===== src/rtl/phy_bridge_pkg.sv =====
package phy_bridge_pkg;
  localparam int unsigned  BUS_AW    = 16;
  localparam logic [15:0]  CTRL_ADDR = 16'h8000;
  localparam logic [15:0]  DATA_ADDR = 16'h8002;
  localparam int unsigned  WIN_BIT   = 15;
  localparam int unsigned  SEL_LSB   = 9;
  localparam int unsigned  SEL_W     = 6;
  localparam int unsigned  PG_LSB    = 5;
  localparam int unsigned  PG_FW     = 4;
  localparam int unsigned  REG_W     = 5;
  localparam int unsigned  DIR_BIT   = 0;
  localparam int unsigned  BUSY_BIT  = 1;
  localparam int unsigned  ERR_BIT   = 2;

  typedef enum logic {ST_IDLE, ST_WAIT} seq_st_e;
endpackage


===== src/rtl/phy_win_decode.sv =====
module phy_win_decode
  import phy_bridge_pkg::*;
#(
  parameter int unsigned NUM_PHY  = 5,
  parameter int unsigned NUM_PAGE = 8,
  parameter int unsigned IDX_W    = 3,
  parameter int unsigned PAGE_W   = 3
) (
  input  logic [BUS_AW-1:0] addr_i,
  output logic              hit_o,
  output logic              ok_o,
  output logic [IDX_W-1:0]  idx_o,
  output logic [PAGE_W-1:0] page_o,
  output logic [REG_W-1:0]  reg_o
);
  localparam int unsigned POS_W = $clog2(SEL_W);
  localparam logic [POS_W:0] PHY_LIM  = (POS_W+1)'(NUM_PHY);
  localparam logic [PG_FW:0] PAGE_LIM = (PG_FW+1)'(NUM_PAGE);

  logic [SEL_W-1:0] sel;
  logic [PG_FW-1:0] pfield;
  logic [POS_W:0]   cnt;
  logic [POS_W-1:0] pos;

  always_comb begin
    sel    = addr_i[SEL_LSB +: SEL_W];
    pfield = addr_i[PG_LSB +: PG_FW];
    cnt    = '0;
    pos    = '0;
    for (int i = 0; i < SEL_W; i++) begin
      if (sel[i]) begin
        cnt = cnt + 1'b1;
        pos = POS_W'(i);
      end
    end
    hit_o  = addr_i[WIN_BIT] && (sel != '0);
    ok_o   = hit_o && (cnt == 1) && ({1'b0, pos} < PHY_LIM) &&
             ({1'b0, pfield} < PAGE_LIM);
    idx_o  = IDX_W'(pos);
    page_o = PAGE_W'(pfield);
    reg_o  = addr_i[REG_W-1:0];
  end
endmodule


===== src/rtl/phy_req_seq.sv =====
module phy_req_seq
  import phy_bridge_pkg::*;
#(
  parameter int unsigned IDX_W  = 3,
  parameter int unsigned PAGE_W = 3,
  parameter int unsigned DATA_W = 16
) (
  input  logic              clk_i,
  input  logic              rst_ni,
  input  logic              start_i,
  input  logic              rd_i,
  input  logic [IDX_W-1:0]  idx_i,
  input  logic [PAGE_W-1:0] page_i,
  input  logic [REG_W-1:0]  reg_i,
  input  logic [DATA_W-1:0] wdata_i,
  input  logic              ack_i,
  input  logic [DATA_W-1:0] rdata_i,
  output logic              req_o,
  output logic [IDX_W-1:0]  idx_o,
  output logic [PAGE_W-1:0] page_o,
  output logic [REG_W-1:0]  reg_o,
  output logic              we_o,
  output logic [DATA_W-1:0] wdata_o,
  output logic [DATA_W-1:0] rd_data_o
);
  seq_st_e           st_q;
  logic [IDX_W-1:0]  idx_q;
  logic [PAGE_W-1:0] page_q;
  logic [REG_W-1:0]  reg_q;
  logic              we_q;
  logic [DATA_W-1:0] wdata_q;
  logic [DATA_W-1:0] rd_q;

  always_ff @(posedge clk_i or negedge rst_ni) begin
    if (!rst_ni) begin
      st_q    <= ST_IDLE;
      idx_q   <= '0;
      page_q  <= '0;
      reg_q   <= '0;
      we_q    <= 1'b0;
      wdata_q <= '0;
      rd_q    <= '0;
    end else begin
      case (st_q)
        ST_IDLE: begin
          if (start_i) begin
            st_q    <= ST_WAIT;
            idx_q   <= idx_i;
            page_q  <= page_i;
            reg_q   <= reg_i;
            we_q    <= !rd_i;
            wdata_q <= rd_i ? '0 : wdata_i;
          end
        end
        ST_WAIT: begin
          if (ack_i) begin
            st_q <= ST_IDLE;
            if (!we_q) rd_q <= rdata_i;
          end
        end
        default: st_q <= ST_IDLE;
      endcase
    end
  end

  assign req_o     = (st_q == ST_WAIT);
  assign idx_o     = idx_q;
  assign page_o    = page_q;
  assign reg_o     = reg_q;
  assign we_o      = we_q;
  assign wdata_o   = wdata_q;
  assign rd_data_o = rd_q;

  p_hold_r6: assert property (@(posedge clk_i) disable iff (!rst_ni)
    req_o && !ack_i |=> req_o && $stable(idx_o) && $stable(page_o) &&
    $stable(reg_o) && $stable(we_o) && $stable(wdata_o));

  p_release_r7: assert property (@(posedge clk_i) disable iff (!rst_ni)
    req_o && ack_i |=> !req_o);

  p_capture_r8: assert property (@(posedge clk_i) disable iff (!rst_ni)
    req_o && ack_i && !we_o |=> rd_data_o == $past(rdata_i));

  p_keep_r8: assert property (@(posedge clk_i) disable iff (!rst_ni)
    !(req_o && ack_i && !we_o) |=> $stable(rd_data_o));

  p_rd_zero_r5: assert property (@(posedge clk_i) disable iff (!rst_ni)
    req_o && !we_o |-> wdata_o == '0);
endmodule


===== src/rtl/phy_ind_bridge.sv =====
module phy_ind_bridge
  import phy_bridge_pkg::*;
#(
  parameter  int unsigned NUM_PHY  = 5,
  parameter  int unsigned NUM_PAGE = 8,
  parameter  int unsigned DATA_W   = 16,
  localparam int unsigned IDX_W    = (NUM_PHY  > 1) ? $clog2(NUM_PHY)  : 1,
  localparam int unsigned PAGE_W   = (NUM_PAGE > 1) ? $clog2(NUM_PAGE) : 1
) (
  input  logic              clk_i,
  input  logic              rst_ni,
  input  logic              bus_valid_i,
  input  logic              bus_write_i,
  input  logic [BUS_AW-1:0] bus_addr_i,
  input  logic [DATA_W-1:0] bus_wdata_i,
  output logic [DATA_W-1:0] bus_rdata_o,
  output logic              phy_req_o,
  output logic [IDX_W-1:0]  phy_idx_o,
  output logic [PAGE_W-1:0] phy_page_o,
  output logic [REG_W-1:0]  phy_reg_o,
  output logic              phy_we_o,
  output logic [DATA_W-1:0] phy_wdata_o,
  input  logic              phy_ack_i,
  input  logic [DATA_W-1:0] phy_rdata_i
);
  logic              win_hit, win_ok;
  logic [IDX_W-1:0]  dec_idx;
  logic [PAGE_W-1:0] dec_page;
  logic [REG_W-1:0]  dec_reg;
  logic              bus_wr, ctrl_wr, win_wr, start;
  logic              dir_rd_q, err_q;
  logic [DATA_W-1:0] rd_data;

  phy_win_decode #(
    .NUM_PHY (NUM_PHY),
    .NUM_PAGE(NUM_PAGE),
    .IDX_W   (IDX_W),
    .PAGE_W  (PAGE_W)
  ) u_dec (
    .addr_i(bus_addr_i),
    .hit_o (win_hit),
    .ok_o  (win_ok),
    .idx_o (dec_idx),
    .page_o(dec_page),
    .reg_o (dec_reg)
  );

  assign bus_wr  = bus_valid_i && bus_write_i;
  assign ctrl_wr = bus_wr && (bus_addr_i == CTRL_ADDR);
  assign win_wr  = bus_wr && win_hit;
  assign start   = win_wr && win_ok && !phy_req_o;

  always_ff @(posedge clk_i or negedge rst_ni) begin
    if (!rst_ni) begin
      dir_rd_q <= 1'b0;
      err_q    <= 1'b0;
    end else begin
      if (ctrl_wr) dir_rd_q <= bus_wdata_i[DIR_BIT];
      if (win_wr && !win_ok)                  err_q <= 1'b1;
      else if (ctrl_wr && bus_wdata_i[ERR_BIT]) err_q <= 1'b0;
    end
  end

  phy_req_seq #(
    .IDX_W (IDX_W),
    .PAGE_W(PAGE_W),
    .DATA_W(DATA_W)
  ) u_seq (
    .clk_i    (clk_i),
    .rst_ni   (rst_ni),
    .start_i  (start),
    .rd_i     (dir_rd_q),
    .idx_i    (dec_idx),
    .page_i   (dec_page),
    .reg_i    (dec_reg),
    .wdata_i  (bus_wdata_i),
    .ack_i    (phy_ack_i),
    .rdata_i  (phy_rdata_i),
    .req_o    (phy_req_o),
    .idx_o    (phy_idx_o),
    .page_o   (phy_page_o),
    .reg_o    (phy_reg_o),
    .we_o     (phy_we_o),
    .wdata_o  (phy_wdata_o),
    .rd_data_o(rd_data)
  );

  always_comb begin
    bus_rdata_o = '0;
    if (bus_valid_i && !bus_write_i) begin
      if (bus_addr_i == CTRL_ADDR) begin
        bus_rdata_o[DIR_BIT]  = dir_rd_q;
        bus_rdata_o[BUSY_BIT] = phy_req_o;
        bus_rdata_o[ERR_BIT]  = err_q;
      end else if (bus_addr_i == DATA_ADDR) begin
        bus_rdata_o = rd_data;
      end
    end
  end

  p_bad_err_r9: assert property (@(posedge clk_i) disable iff (!rst_ni)
    win_wr && !win_ok |=> err_q);

  p_bad_noreq_r9: assert property (@(posedge clk_i) disable iff (!rst_ni)
    win_wr && !win_ok && !phy_req_o |=> !phy_req_o);

  p_busy_drop_r7: assert property (@(posedge clk_i) disable iff (!rst_ni)
    phy_req_o && !phy_ack_i && win_wr |=> $stable(phy_idx_o) &&
    $stable(phy_reg_o) && $stable(phy_page_o));

  p_dir_hold_r11: assert property (@(posedge clk_i) disable iff (!rst_ni)
    phy_req_o && !phy_ack_i && ctrl_wr |=> $stable(phy_we_o));

  p_idx_range_r3: assert property (@(posedge clk_i) disable iff (!rst_ni)
    phy_req_o |-> ({1'b0, phy_idx_o} < (IDX_W+1)'(NUM_PHY)));

  p_start_r3: assert property (@(posedge clk_i) disable iff (!rst_ni)
    win_wr && win_ok && !phy_req_o |=> phy_req_o);
endmodule


===== config.mk =====
export PLATFORM = sky130hd
export DESIGN_NAME = phy_ind_bridge
export DESIGN_NICKNAME = d
export VERILOG_FILES = /design/src/rtl/phy_bridge_pkg.sv /design/src/rtl/phy_win_decode.sv /design/src/rtl/phy_req_seq.sv /design/src/rtl/phy_ind_bridge.sv
export SDC_FILE = /design/constraint.sdc
export NUM_CORES = 1
export LEC_CHECK = 0
export ABC_AREA = 1
export BUFFER_PORTS_ARGS = -buffer_cell sky130_fd_sc_hd__buf_4
export CORE_MARGIN = 4
export CORE_UTILIZATION = 43
export DETAILED_ROUTE_END_ITERATION = 7
export PLACE_DENSITY = 0.75
export SYNTH_ARGS = -nofsm -noshare
export SYNTH_HDL_FRONTEND = slang
export SYNTH_SLANG_ARGS = --single-unit

===== constraint.sdc =====
create_clock -name clk_i -period 2.23 [get_ports clk_i]
set_clock_uncertainty 0.2 [all_clocks]
set_input_delay 0.446 -clock clk_i [delete_from_list [all_inputs] [get_ports clk_i]]
set_output_delay 0.446 -clock clk_i [all_outputs]
set_load 0.05 [all_outputs]

==> results.json <==
{
  "status": "complete, but fails checks",
  "failed_checks": "setup timing",
  "coreArea_um2": 5470,
  "synth_warnings": 0,
  "drive_gt1_frac": 0.601,
  "dr.pass1.iters": 4,
  "wl_per_cell_um": 17.2,
  "insertion_delay_ps": 300,
  "die_height_um": 82.9,
  "slew_headroom": 0.605,
  "io_pins": 98,
  "finalWeightedCongestion": 0.880,
  "vias_per_cell": 5.15,
  "p_leak_uw": 0.00236,
  "finalMaxSlewViolations": 0,
  "period_needed_ps": 3060,
  "ys_async_sr_fraction": 1.00,
  "port_buffers": 97,
  "initial_core_util": 0.441,
  "dieArea_um2": 6870,
  "rows": 27,
  "ff2ff_path_depth": 6,
  "grt_usage": 0.237,
  "h-tree-depth": 2,
  "syn_to_final_growth_pct": 84.2,
  "setup_viol_count_final": 46,
  "place_hpwl_um": 5050,
  "hold_path_depth": 2,
  "clock.fmax_mhz": 327,
  "synth.distinct_cells": 29,
  "power.density_nw_per_um2": 544,
  "grt_pass1_wl_um": 13200,
  "grt_pass1_vias": 2757,
  "crit_path_end_kind": "register",
  "cts_buffer_depth": 2,
  "crit_required_ps": 2220,
  "fin_nets": 496,
  "ant_nets": 0,
  "worst_pin_slew_ps": 593,
  "cts_tree": "done",
  "synth_area_um2": 2410,
  "ir_drop_mv": 0.427,
  "design_area_um2": 4440,
  "cp_max_fo": 5,
  "post-route-drc-count": 0,
  "clkSinkCount": 47,
  "crit_path_start_kind": "input port",
  "critPathKind": "in2reg",
  "setup_slack_ps": -825,
  "syn_area_per_cell_um2": 8.31,
  "synth_nets": 348,
  "yosysSeqAreaShare": 0.488,
  "rsz0062_at_grt": "yes",
  "power_uw": 2410,
  "grt_max_degree": 48,
  "wl_um": 8800,
  "r2r_setup_slack_ps": 620,
  "period_share": 1.37,
  "hold_path_end": "u_seq.req_o$_DFF_PN0_",
  "clkTransAtPathRegs_ps": 80,
  "synth_cells": 290,
  "min_from": "phy_ack_i",
  "ys_ff_latch": 47,
  "timing.rr.end": "u_seq.idx_o[2]$_DFFE_PN0P_",
  "drt_iter0_markers": 126,
  "drv_cap": 0,
  "antenna_found_initial": 0,
  "cts-root-buf": "clkbuf_8",
  "final_common_cell": "buf_4",
  "die-width_um": 82.9,
  "placed_cell_area_um2": 3770,
  "finalHoldViolations": 0,
  "synth-edff-count": 0,
  "rr_startpoint": "u_seq.req_o$_DFF_PN0_",
  "cts_buffers": 5,
  "mostFrequentLayoutCells": "buf_4, nand2_1, dfrtp_1",
  "vias": 2630,
  "cp.arrival_ps": 3050,
  "gr-total-overflow": 0,
  "n_antenna_cell": 0,
  "synthFlopType": "dfrtp_1",
  "hold_class": "in2reg"
}
## worst max path at each step
stage                         startpoint                           end  slack (ps)  depth (start not counted)
after global placement     bus_addr_i[9]    u_seq.idx_o[0]$_DFFE_PN0P_       -1000                         23
after global routing      bus_addr_i[10]    u_seq.idx_o[2]$_DFFE_PN0P_        -890                         24
after CTS                  bus_addr_i[9]  u_seq.wdata_o[1]$_DFFE_PN0P_        -730                         24
after detailed placement   bus_addr_i[9]  u_seq.wdata_o[3]$_DFFE_PN0P_       -1120                         23
final                     bus_addr_i[10]    u_seq.idx_o[2]$_DFFE_PN0P_        -830                         24
after floorplan            bus_addr_i[9]    u_seq.idx_o[0]$_DFFE_PN0P_        -790                         22
## repair_timing
action / 4_1_cts / 5_1_grt
resized for setup: 63 / 42
hold buffers: 1 / 0
setup buffers: 11 / 2
pin swaps: 26 / 31
gates cloned: 4 / 0
setup endpoints to repair: 46 / 46
endpoints found under the hold margin: 47 / 0
## power by group
part           internal, uW  leakage [uW]  total [uW]  switching [uW]
clock network           220     0.0000422         497             276
registers               975      0.000616        1090             110
logic                   344       0.00170         833             488
## worst max-delay path, cell delays in order
cell     delay (ps)
buf_8            90
inv_6            30
ha_4            260
inv_2            40
nand2_2          70
nand2_2          70
ha_4            240
nand2_2          60
nand2_2          70
ha_4            280
nand2_4          60
nand2_4          60
ha_4            140
nand2_2          50
nand3_2          70
nand2_2          80
nand3_2          70
nand3_2         100
nor2_4          160
nand3_4         110
buf_12          170
buf_8           120
o21ai_4         140
inv_1            60
## cell usage after synthesis (4+ instances only)
library cell | count | area share
a21oi_1 | 4 | 0.0083
buf_2 | 5 | 0.010
dfrtp_1 | 47 | 0.49
ha_1 | 5 | 0.026
inv_1 | 31 | 0.048
mux2_2 | 17 | 0.079
nand2_1 | 104 | 0.16
nand3_1 | 18 | 0.037
nand4_1 | 4 | 0.010
nor2_1 | 21 | 0.033
o21ai_0 | 12 | 0.025
## area by class of cell
class,count,area (um2)
well taps,72,90.1
multi-input cells,202,1580
fillers,303,1030
clock buffers,7,76.3
inverters,32,133
repair buffers,150,1390
flip-flops and latches,47,1180
clock inverters,1,5.00
## sequential cells by signal, summed over array words and instances (netlist names), 3 cells and up
register / flops
u_seq.rd_data_o: 16
u_seq.wdata_o: 16
u_seq.reg_o: 5
u_seq.idx_o: 3
u_seq.page_o: 3
## logic make-up (layout without fill, tap and decap cells)
group,Yosys count,in the layout,share of synthesized area
buffers and inverters,42,190,0.0747
multiplexers,17,17,0.0794
AO/OA/AOI/OAI,21,21,0.0467
AND/OR/NAND/NOR,158,159,0.285
adder cells (fa/ha/maj),5,5,0.0259
flip-flops,47,47,0.488
## through the flow
| step | hold slack [ps] | worst slack, ps | setup TNS, ps | utilization | cells |
|---|---|---|---|---|---|
| 5_1_grt | 102 | -888 | -31370 | 0.812 | 511 |
| 3_5_place_dp | 272 | -1120 | -38890 | 0.689 | 488 |
| 4_1_cts | 104 | -731 | -29940 | 0.786 | 512 |
| 6_report | 107 | -825 | -27620 | 0.812 | 511 |
| 2_1_floorplan | -49.6 | -787 | -24180 | - | 290 |
| 3_3_place_gp | 263 | -1000 | -35360 | 0.689 | 488 |
## per-layer routing
| metal | part of all wire | track usage | up-vias | wire length [um] |
|---|---|---|---|---|
| met5 | 0 | 0 | - | 0 |
| met4 | 0.032 | 0.101 | 0 | 278 |
| met3 | 0.053 | 0.0546 | 29 | 467 |
| met2 | 0.56 | 0.442 | 103 | 4900 |
| met1 | 0.36 | 0.252 | 1287 | 3150 |
| li1 | - | - | 1211 | - |
No activity file was read; power rests on OpenSTA's default activity.
